`src/rtl/usb2_isd_pkg.sv`:
```
package usb2_isd_pkg;

   typedef enum logic [1:0] {
      LN_SE0 = 2'b00,
      LN_J   = 2'b01,
      LN_K   = 2'b10,
      LN_SE1 = 2'b11
   } line_e;

   typedef enum logic [2:0] {
      PH_DISC,
      PH_ON,
      PH_CHECK,
      PH_CONFIRM,
      PH_SUSP
   } phase_e;

   localparam logic [3:0] LINK_ON    = 4'h0;
   localparam logic [3:0] LINK_SUSP  = 4'h3;
   localparam logic [3:0] LINK_DISC  = 4'h4;
   localparam logic [3:0] LINK_ESUSP = 4'h5;

endpackage

```
`src/rtl/usb2_isd_timer.sv`:
```
module usb2_isd_timer #(
   parameter int CNT_W = 8
) (
   input  logic             clk,
   input  logic             rst_n,
   input  logic             clr,
   output logic [CNT_W-1:0] cnt_q
);

   localparam logic [CNT_W-1:0] CNT_MAX = '1;

   always_ff @(posedge clk or negedge rst_n) begin
      if (!rst_n)
         cnt_q <= '0;
      else if (clr)
         cnt_q <= '0;
      else if (cnt_q != CNT_MAX)
         cnt_q <= cnt_q + 1'b1;
   end

endmodule

```
`src/rtl/usb2_isd_fsm.sv`:
```
module usb2_isd_fsm
   import usb2_isd_pkg::*;
#(
   parameter int IDLE_TICKS = 16,
   parameter int SUSP_TICKS = 16,
   parameter int CNT_W      = 5
) (
   input  logic             clk,
   input  logic             rst_n,
   input  logic             connect,
   input  logic             hs_mode,
   input  logic             pu_done,
   input  logic [1:0]       line_state,
   input  logic [CNT_W-1:0] cnt,
   output phase_e           phase,
   output logic             tmr_clr,
   output logic             reset_det
);

   localparam logic [CNT_W-1:0] IDLE_LAST = CNT_W'(IDLE_TICKS - 1);
   localparam logic [CNT_W-1:0] SUSP_LAST = CNT_W'(SUSP_TICKS - 1);

   line_e  ln;
   logic   ln_j, ln_se0, on_idle, rst_hit;
   phase_e nxt;

   assign ln      = line_e'(line_state);
   assign ln_j    = (ln == LN_J);
   assign ln_se0  = (ln == LN_SE0);
   assign on_idle = hs_mode ? ln_se0 : ln_j;

   always_comb begin
      nxt     = phase;
      tmr_clr = 1'b1;
      rst_hit = 1'b0;
      unique case (phase)
         PH_DISC: if (connect) nxt = PH_ON;
         PH_ON: begin
            if (on_idle) begin
               if (cnt == IDLE_LAST)
                  nxt = hs_mode ? PH_CHECK : PH_CONFIRM;
               else
                  tmr_clr = 1'b0;
            end
         end
         PH_CHECK: begin
            if (pu_done) begin
               if (ln_j) begin
                  nxt = PH_CONFIRM;
               end else begin
                  nxt     = PH_ON;
                  rst_hit = ln_se0;
               end
            end else if (!(ln_se0 || ln_j)) begin
               nxt = PH_ON;
            end
         end
         PH_CONFIRM: begin
            if (!ln_j)
               nxt = PH_ON;
            else if (cnt == SUSP_LAST)
               nxt = PH_SUSP;
            else
               tmr_clr = 1'b0;
         end
         PH_SUSP: begin
            if (ln_j) tmr_clr = 1'b0;
            else      nxt     = PH_ON;
         end
         default: nxt = PH_DISC;
      endcase
      if (!connect) begin
         nxt     = PH_DISC;
         tmr_clr = 1'b1;
         rst_hit = 1'b0;
      end
   end

   always_ff @(posedge clk or negedge rst_n) begin
      if (!rst_n) begin
         phase     <= PH_DISC;
         reset_det <= 1'b0;
      end else begin
         phase     <= nxt;
         reset_det <= rst_hit;
      end
   end

endmodule

```
`src/rtl/usb2_isd_enc.sv`:
```
module usb2_isd_enc
   import usb2_isd_pkg::*;
(
   input  phase_e     phase,
   input  logic       hib_en,
   output logic [3:0] link_state
);

   always_comb begin
      unique case (phase)
         PH_ON:                link_state = LINK_ON;
         PH_CHECK, PH_CONFIRM: link_state = hib_en ? LINK_ON : LINK_ESUSP;
         PH_SUSP:              link_state = LINK_SUSP;
         default:              link_state = LINK_DISC;
      endcase
   end

endmodule

```
`src/rtl/usb2_idle_susp_det.sv`:
```
module usb2_idle_susp_det
   import usb2_isd_pkg::*;
#(
   parameter int IDLE_TICKS = 180000,
   parameter int SUSP_TICKS = 180000
) (
   input  logic       clk,
   input  logic       rst_n,
   input  logic       connect,
   input  logic       hs_mode,
   input  logic       hib_en,
   input  logic       pu_done,
   input  logic [1:0] line_state,
   output logic [3:0] link_state,
   output logic       reset_det
);

   localparam int MAX_TICKS = (IDLE_TICKS > SUSP_TICKS) ? IDLE_TICKS : SUSP_TICKS;
   localparam int CNT_W     = (MAX_TICKS < 2) ? 1 : $clog2(MAX_TICKS);

   generate
      if (IDLE_TICKS < 2) begin : g_bad_idle
         $error("IDLE_TICKS must be at least 2");
      end
      if (SUSP_TICKS < 2) begin : g_bad_susp
         $error("SUSP_TICKS must be at least 2");
      end
   endgenerate

   phase_e           phase;
   logic             tmr_clr;
   logic [CNT_W-1:0] tmr_cnt;

   usb2_isd_timer #(.CNT_W(CNT_W)) u_tmr (
      .clk   (clk),
      .rst_n (rst_n),
      .clr   (tmr_clr),
      .cnt_q (tmr_cnt)
   );

   usb2_isd_fsm #(
      .IDLE_TICKS (IDLE_TICKS),
      .SUSP_TICKS (SUSP_TICKS),
      .CNT_W      (CNT_W)
   ) u_fsm (
      .clk        (clk),
      .rst_n      (rst_n),
      .connect    (connect),
      .hs_mode    (hs_mode),
      .pu_done    (pu_done),
      .line_state (line_state),
      .cnt        (tmr_cnt),
      .phase      (phase),
      .tmr_clr    (tmr_clr),
      .reset_det  (reset_det)
   );

   usb2_isd_enc u_enc (
      .phase      (phase),
      .hib_en     (hib_en),
      .link_state (link_state)
   );

endmodule

```
`config.mk`:
```
export PLATFORM = sky130hd
export DESIGN_NAME = usb2_idle_susp_det
export DESIGN_NICKNAME = d
export VERILOG_FILES = /design/src/rtl/usb2_isd_pkg.sv /design/src/rtl/usb2_isd_timer.sv /design/src/rtl/usb2_isd_fsm.sv /design/src/rtl/usb2_isd_enc.sv /design/src/rtl/usb2_idle_susp_det.sv
export SDC_FILE = /design/constraint.sdc
export NUM_CORES = 1
export LEC_CHECK = 0
export ABC_AREA = 1
export CAP_MARGIN = 20
export CORE_ASPECT_RATIO = 0.75
export CORE_UTILIZATION = 30
export CTS_BUF_LIST = sky130_fd_sc_hd__clkbuf_4
export DETAILED_ROUTE_END_ITERATION = 7
export GPL_ROUTABILITY_DRIVEN = 0
export SYNTH_ARGS = -nofsm -noshare
export SYNTH_HDL_FRONTEND = slang
export SYNTH_SLANG_ARGS = --single-unit
```
`constraint.sdc`:
```
create_clock -name clk -period 2.4 [get_ports clk]
set_input_delay 0.36 -clock clk [delete_from_list [all_inputs] [get_ports clk]]
set_output_delay 0.36 -clock clk [all_outputs]
set_load 0.03 [all_outputs]
```
## Yosys cells after proc, flatten, opt, wreduce, memory -nomap -nowiden

Cells that the tools add are included.

| storage, ports and cells | value |
|---|---|
| bits in registers | 22 |
| output and inout port bits | 5 |
| logic and storage cells | 48 |

| cells by class | value |
|---|---|
| $add $sub $neg | 1 |
| equality and inequality tests | 12 |
| multiplexer cells | 26 |
| reduce and logical (&&, ||, !) cells | 6 |

Operators with widths:

| operator | count |
|---|---|
| $mux 18 | 2 |
| $mux 3 | 9 |
| $add 18x1->18 const B | 1 |
| $eq 18x18->1 const B | 1 |
| $ne 18x18->1 const B | 1 |
| $pmux 3 s5 | 1 |
| $pmux 4 s3 | 1 |
| $mux 1 | 11 |
| $ne 3x3->1 const B | 3 |
| $ne 4x4->1 const B | 2 |
| $eq 3x2->1 const B | 2 |
| $reduce_and 5->1 | 1 |
| $eq 3x1->1 const B | 1 |
| $eq 3x3->1 const B | 1 |
| $logic_not 3->1 | 1 |
| $pmux 1 s3 | 1 |
| $eq 2x1->1 const B | 1 |
| $logic_not 2->1 | 1 |
| $mux 2 | 1 |
| $reduce_bool 2->1 | 1 |
| $reduce_or 2->1 | 1 |
| $logic_or 1x1->1 | 1 |

## Longest topological paths before layout

Gate-level depths: netlist of the first run.

| depth | value |
|---|---|
| word-level depth | 6 |
| mapped depth | 11 |
| depth with buffers taken out | 10 |

## By module

From an unflattened synthesis of the first run, not the netlist that was laid out.

| second synthesis, totals | value |
|---|---|
| cell total of the unflattened synthesis | 236 |
| area, all modules | 1,591.5 um^2 |

By module, submodules not included:

| module | times used | cells each | area an instance (um^2) |
|---|---|---|---|
| usb2_isd_timer | 1 | 144 | 1,076.0 |
| usb2_isd_fsm | 1 | 81 | 465.4 |
| usb2_isd_enc | 1 | 11 | 50.0 |

## Least setup slack after synthesis of the first run

OpenSTA, ideal clock, no wires.

| path | value |
|---|---|
| path kind | register to output |
| from | register u_fsm.phase[2] |
| to | output link_state[2] |
| arrival time | 1,484 ps |
| slack | 556 ps |
| stages on the path, launching flop included | 4 |
| buffers on the path | 0 |
| cell sequence | dfrtp_1 -> nand3_2 -> inv_1 -> o31ai_1 |

| between the ends | value |
|---|---|
| word-level cells in the longest chain between the ends | 3 |

RTL lines:

| what | RTL line | source |
|---|---|---|
| start: declaration | usb2_isd_fsm.sv:15 | `output phase_e phase,` |
| start signal: assignment | usb2_isd_fsm.sv:84 | `phase <= nxt;` |
| $eq 3x2->1 | usb2_isd_enc.sv:10 | `unique case (phase)` |
| $reduce_or 2->1 | usb2_isd_enc.sv:10 |  |
| $pmux 4 s3 (*) | usb2_isd_enc.sv:10 |  |
| end: declaration | usb2_idle_susp_det.sv:14 | `output logic [3:0] link_state,` |

Mark *: on every way between the ends. The rest lies on a longest branch, timed or not.

## Final worst setup path of the first run

| path | value |
|---|---|
| from | register u_fsm.phase[0] |
| to | output link_state[1] |

The elaborated chain is that of the path after synthesis.

==> summary.txt, run 1 <==
Global routing
  • Wire length of the first global-routing pass: 5280 microns
  • Largest net degree at the start of global routing: 23
  • Vias in the first global route: 1126
  • Aggregate global-route resource usage: 0.131
  • GRT overflow: 0
  • Initial antenna violation count: 0

Clock tree
  • # hold bufs at CTS: 0
  • CTS Buffer Depth: 2
  • Worst-Skew Late Latency: 0.31 ns
  • CTS root buf: clkbuf_4
  • CTS tree: done
  • TritonCTS Buffers: 3
  • Clock Pin Slew Worst Setup and Hold Paths: 0.12 ns
  • H-tree depth: 1
  • # clock sinks: 22

Routing
  • Iter 0 DRT Violations: 126
  • Detail Route Antenna Nets: 0
  • WL/cell: 11.1 microns
  • Total Wirelength: 2960 microns
  • Vias: 1254
  • DRC viols: 0
  • DR vias/cell: 4.70
  • TritonRoute pass-1 iters: 4

Synthesis
  • Yosys warns: 0
  • Avg Cell Area, Syn: 7.44 sq um
  • Syn Inst Count: 197
  • Seq/Total Area, Yosys: 0.375
  • Synthesized area: 1470 sq um
  • Synthesis-stage register bit count: 22
  • Post-synth cell types: 33
  • Syn_nets: 206

Layout
  • Area growth syn-to-layout: 12.2%
  • Fin cells: 267
  • # diodes: 0
  • Ratio of cells with drive above 1 in the final layout: 0.148
  • NumNets Final: 221
  • Most common cell after layout, fill and taps aside: nand2_1
  • Most frequent cells in the layout: nand2_1, nor2_1, dfrtp_1

Die
  • I/O pins: 13
  • Area of the core: 4570 sq um
  • Initial core utilization: 0.321
  • Rows: 21
  • Die ar.: 5170 sq um
  • Die width: 82.7 microns
  • Die Y: 62.6 microns

Worst setup path
  • Worst Setup Start Kind: flip-flop
  • CP Max Fanout: 6
  • Worst Path Required: 2.04 ns
  • Worst r2r src: u_tmr.cnt_q[0]
  • Crit path from: u_fsm.phase[0]
  • CP arrival: 1.84 ns
  • Critical Path End: link_state[1]
  • Crit-path cells: inv_1 -> nand3_2 -> inv_1 -> clkdlybuf4s50_1
  • Critical R2R Capture: u_tmr.cnt_q[7]
  • Max stage delay on crit path: 0.68 ns
  • Crit Path Class: reg -> out
  • Flop2flop setup slack: 0.65 ns
  • Worst reg2reg path depth: 9
  • Most used cell, CP: inv_1
  • Worst setup EP type: output pin
  • Slowest-stage cell, CP: clkdlybuf4s50_1

STA
  • TNS Setup: 0 ns
  • Post-layout minimum cycle time: 2.20 ns
  • Fin. max-slew vios: 0
  • RSZ-0062 raised after global routing: no
  • Fmax: 0.455 GHz
  • Skew final: 0.000718 ns
  • Fin crit share: 0.916
  • Final hold vios: 0
  • Final Setup Violations: 0

Power
  • Pleak: 0.689 nW
  • Tot Pwr: 878 uW
  • PwrDens: 534 nW/um^2
  • Peak supply drop: 0.000177 V

Run
  • Max-cap violations: 0

Placement
  • # port buffers: 11
  • Inst Count DP: 264
  • Detail Placement HPWL: 2250 microns

Outcome
  • Outcome: finished clean

Worst hold path
  • Hold WC Path Type: in -> async
worst min-delay path by stage:
stage	slack (ns)	to	startpoint
5_1_grt	0.40	u_fsm.reset_det	rst_n
3_3_place_gp	0.49	u_fsm.phase[0]	u_fsm.phase[0]
2_1_floorplan	0.06	u_fsm.phase[0]	rst_n
3_5_place_dp	0.50	u_fsm.phase[0]	u_fsm.phase[0]
4_1_cts	0.40	u_fsm.reset_det	rst_n
6_report	0.38	u_fsm.phase[2]	rst_n
per-stage QoR:
stage | setup slack [ns] | hold WS, ns | area (sq um) | utilization
finish | 0.203 | 0.383 | 1650 | 0.360
global route | 0.138 | 0.405 | 1650 | 0.360
CTS | 0.123 | 0.402 | 1640 | 0.359
detailed placement | 0.396 | 0.501 | 1620 | 0.354
global placement | 0.415 | 0.492 | 1620 | 0.354
floorplan | 0.556 | 0.0644 | 1470 | -
sequential cells by signal (all words and copies together), names as in the netlist:
name / count
u_fsm.phase: 3
u_fsm.reset_det: 1
u_tmr.cnt_q: 18
worst max-delay path: cells and delay by family, from the launching register on:
kind,cells,cell delay (ns)
buf+inv,3,0.98
flops,1,0.40
simple gates,1,0.15
synthesized netlist by cell type:
| cell type | number | area, sq um |
|---|---|---|
| conb_1 | 1 | 3.75 |
| o21bai_1 | 1 | 7.51 |
| o21ai_0 | 16 | 80.1 |
| a21oi_2 | 1 | 8.76 |
| ha_1 | 1 | 12.5 |
| o31ai_1 | 1 | 7.51 |
| inv_1 | 18 | 67.6 |
| clkinv_2 | 1 | 5.00 |
| buf_8 | 1 | 15.0 |
| nor2_4 | 1 | 11.3 |
| a31o_2 | 1 | 8.76 |
| o211ai_1 | 1 | 7.51 |
| nand3_2 | 3 | 30.0 |
| buf_12 | 1 | 20.0 |
| o22ai_1 | 1 | 6.26 |
| and2_2 | 1 | 7.51 |
| nor3_2 | 3 | 30.0 |
| nand2_2 | 4 | 25.0 |
| inv_2 | 3 | 11.3 |
| or2_2 | 1 | 6.26 |
| nand3_1 | 19 | 95.1 |
| xnor2_1 | 1 | 8.76 |
| nand4_1 | 5 | 31.3 |
| nor3_1 | 1 | 5.00 |
| buf_4 | 1 | 7.51 |
| nand2_1 | 39 | 146 |
| dfrtp_1 | 22 | 551 |
| xor2_1 | 8 | 70.1 |
| nor2_2 | 4 | 25.0 |
| nand2_4 | 1 | 11.3 |
| o21ai_2 | 2 | 17.5 |
| nor2_1 | 31 | 116 |
| a21oi_1 | 2 | 10.0 |
metal layers:
metal,wire length [microns],part of all wire,global-route usage,vias to the layer above
met1,1680,0.57,0.220,562
li1,-,-,-,665
met2,1120,0.38,0.158,22
met3,126,0.043,0.0350,5
met4,30,0.010,0.0323,0
met5,0,0,0,-
cell families (layout without fill, tap and decap cells):
kind of cell / count (synthesis) / after routing / synth area share
flip-flops: 22 / 22 / 0.375
XOR/XNOR: 9 / 9 / 0.0538
other: 1 / 1 / 0.00256
AND/OR/NAND/NOR: 113 / 113 / 0.369
adder cells (fa/ha/maj): 1 / 1 / 0.00853
AO/OA/AOI/OAI: 26 / 26 / 0.105
buffers and inverters: 25 / 38 / 0.0862
where the power goes:
part / internal, mW / total [mW] / switching (mW) / leakage (nW)
clock network: 0.0588 / 0.170 / 0.111 / 0.0138
logic: 0.103 / 0.299 / 0.196 / 0.370
registers: 0.391 / 0.409 / 0.0185 / 0.305
final cells by class:
| class | instances | area, sq um |
|---|---|---|
| fill | 481 | 2930 |
| timing repair buffer | 13 | 128 |
| tap | 57 | 71.3 |
| inverter | 22 | 83.8 |
| sequential | 22 | 551 |
| multi-input combinational | 150 | 790 |
| clock buffer | 3 | 22.5 |
repair_timing:
action / in CTS / in global routing
endpoints found under the setup margin: 0 / 1
hold endpoints to repair: 0 / 0
buffers inserted: 0 / 0
resized for setup: 0 / 1
Power figures use the tool's default switching activity.
==> run 2, diff against run 1 <==
--- a/config.mk
+++ b/config.mk
@@ -6,7 +6,6 @@
 export NUM_CORES = 1
 export LEC_CHECK = 0
 export ABC_AREA = 1
-export CAP_MARGIN = 20
 export CORE_ASPECT_RATIO = 0.75
 export CORE_UTILIZATION = 30
 export CTS_BUF_LIST = sky130_fd_sc_hd__clkbuf_4
==> results of run 2 <==
No change in the layout: final DEF, timing and power equal those of run 1.
==> run 3, diff against run 2 <==
--- a/config.mk
+++ b/config.mk
@@ -7,10 +7,11 @@
 export LEC_CHECK = 0
 export ABC_AREA = 1
 export CORE_ASPECT_RATIO = 0.75
-export CORE_UTILIZATION = 30
+export CORE_UTILIZATION = 64
 export CTS_BUF_LIST = sky130_fd_sc_hd__clkbuf_4
 export DETAILED_ROUTE_END_ITERATION = 7
 export GPL_ROUTABILITY_DRIVEN = 0
+export PLACE_DENSITY = 0.87
 export SYNTH_ARGS = -nofsm -noshare
 export SYNTH_HDL_FRONTEND = slang
 export SYNTH_SLANG_ARGS = --single-unit
==> run 3 against run 2 <==
The flow now finishes with violations (DRC); hold slack better by 0.0064 ns; first-iteration DRC count shrank 9.5%; fmax shrank 4.0%; critical path type unchanged; highest routed layer unchanged.
==> summary.txt, run 3 (synthesis results as in run 1) <==
Routing
  • WL/cell: 14.2 microns
  • Vias: 1379
  • TritonRoute pass-1 iters: 7
  • Iter 0 DRT Violations: 114
  • DR vias/cell: 5.89
  • Total Wirelength: 3320 microns
  • Detail Route Antenna Nets: 0
  • DRC viols: 4

Worst setup path
  • Worst Path Required: 2.04 ns
  • Flop2flop setup slack: 0.65 ns
  • CP Max Fanout: 6
  • Worst reg2reg path depth: 10
  • Worst setup EP type: output pin
  • Crit Path Class: reg -> out
  • Critical R2R Capture: u_tmr.cnt_q[4]
  • Worst r2r src: u_tmr.cnt_q[0]
  • CP arrival: 1.93 ns
  • Worst Setup Start Kind: flip-flop

Layout
  • Max reg flops: 18
  • NumNets Final: 221
  • Fin cells: 234
  • Most common cell after layout, fill and taps aside: nand2_1
  • # diodes: 0
  • Largest registers: u_tmr.cnt_q: 18 flops, u_fsm.phase: 3 flops, u_fsm.reset_det: 1 flops
  • Core Util, Final: 0.768
  • Ratio of cells with drive above 1 in the final layout: 0.148
  • Most frequent cells in the layout: nand2_1, nor2_1, dfrtp_1
  • Most flop-heavy register: u_tmr.cnt_q
  • Area growth syn-to-layout: 9.22%

STA
  • WHS: 0.389 ns
  • Final Setup Violations: 0
  • Fmax: 0.437 GHz
  • Skew final: 0.00189 ns
  • TNS Setup: 0 ns
  • Fin. max-slew vios: 0
  • Final hold vios: 0
  • Final WS setup: 0.112 ns
  • Post-layout minimum cycle time: 2.29 ns
  • Fin crit share: 0.953
  • RSZ-0062 raised after global routing: no

Power
  • PwrDens: 555 nW/um^2
  • Peak supply drop: 0.000446 V
  • Pleak: 0.683 nW

Placement
  • Inst Count DP: 231
  • # port buffers: 11
  • Setup WS pre-CTS: 0.380 ns
  • Detail Placement HPWL: 2560 microns

Clock tree
  • Resize count post-CTS: 0
  • # hold bufs at CTS: 0
  • Clock Pin Slew Worst Setup and Hold Paths: 0.11 ns
  • H-tree depth: 1
  • Postcts setup bufs: 0
  • CTS tree: done
  • CTS root buf: clkbuf_4
  • TritonCTS Buffers: 3
  • # clock sinks: 22
  • Worst-Skew Late Latency: 0.30 ns
  • CTS Buffer Depth: 2

Die
  • Die Y: 43.5 microns
  • Area of the core: 2080 sq um
  • Die ar.: 2490 sq um
  • I/O pins: 13
  • Rows: 14
  • Initial core utilization: 0.703
  • Die width: 57.3 microns

Outcome
  • Outcome: complete, but fails checks
  • Failing checks: DRC

Run
  • Max-cap violations: 0

Global routing
  • Initial antenna violation count: 0
  • Vias in the first global route: 1206
  • Largest net degree at the start of global routing: 23
  • GRT overflow: 0
  • Wire length of the first global-routing pass: 5570 microns
  • Aggregate global-route resource usage: 0.299

Worst hold path
  • Hold WC Path Type: in -> async
run 3: worst max path at each step:
stage / from / end / slack [ns] / cells after the start
floorplan: u_fsm.phase[2] / link_state[2] / 0.56 / 3
global placement: hib_en / link_state[2] / 0.41 / 5
detailed placement: line_state[1] / u_tmr.cnt_q[4] / 0.38 / 8
CTS: u_fsm.phase[0] / link_state[2] / 0.11 / 4
global route: u_fsm.phase[0] / link_state[2] / 0.02 / 4
finish: u_fsm.phase[0] / link_state[2] / 0.11 / 4
run 3: critical path, stage by stage (launching register included):
cell             delay [ns]
dfrtp_1                0.40
inv_1                  0.19
nor2_1                 0.11
o31ai_1                0.23
clkdlybuf4s50_1        0.70
run 3: power breakdown:
group	switching (mW)	internal [mW]
Sequential	0.0196	0.391
Clock	0.106	0.0586
Combinational	0.209	0.105
Total	0.334	0.554
run 3: area by class of cell:
cell class / count / area, sq um
multi-input cells: 150 / 790
repair buffers: 13 / 125
clock buffers: 3 / 22.5
fillers: 164 / 483
inverters: 22 / 83.8
well taps: 24 / 30.0
flip-flops and latches: 22 / 551
run 3: metrics by stage:
stage	area, sq um	power [mW]
2_1_floorplan	1470	0.650
3_3_place_gp	1580	0.713
3_5_place_dp	1580	0.725
4_1_cts	1600	0.890
5_1_grt	1600	0.938
6_report	1600	0.888
run 3: routing by layer:
metal | share of wire | GRT usage
met5 | 0 | 0
met2 | 0.43 | 0.442
met3 | 0.097 | 0.0687
met4 | 0.023 | 0.0780
met1 | 0.45 | 0.444
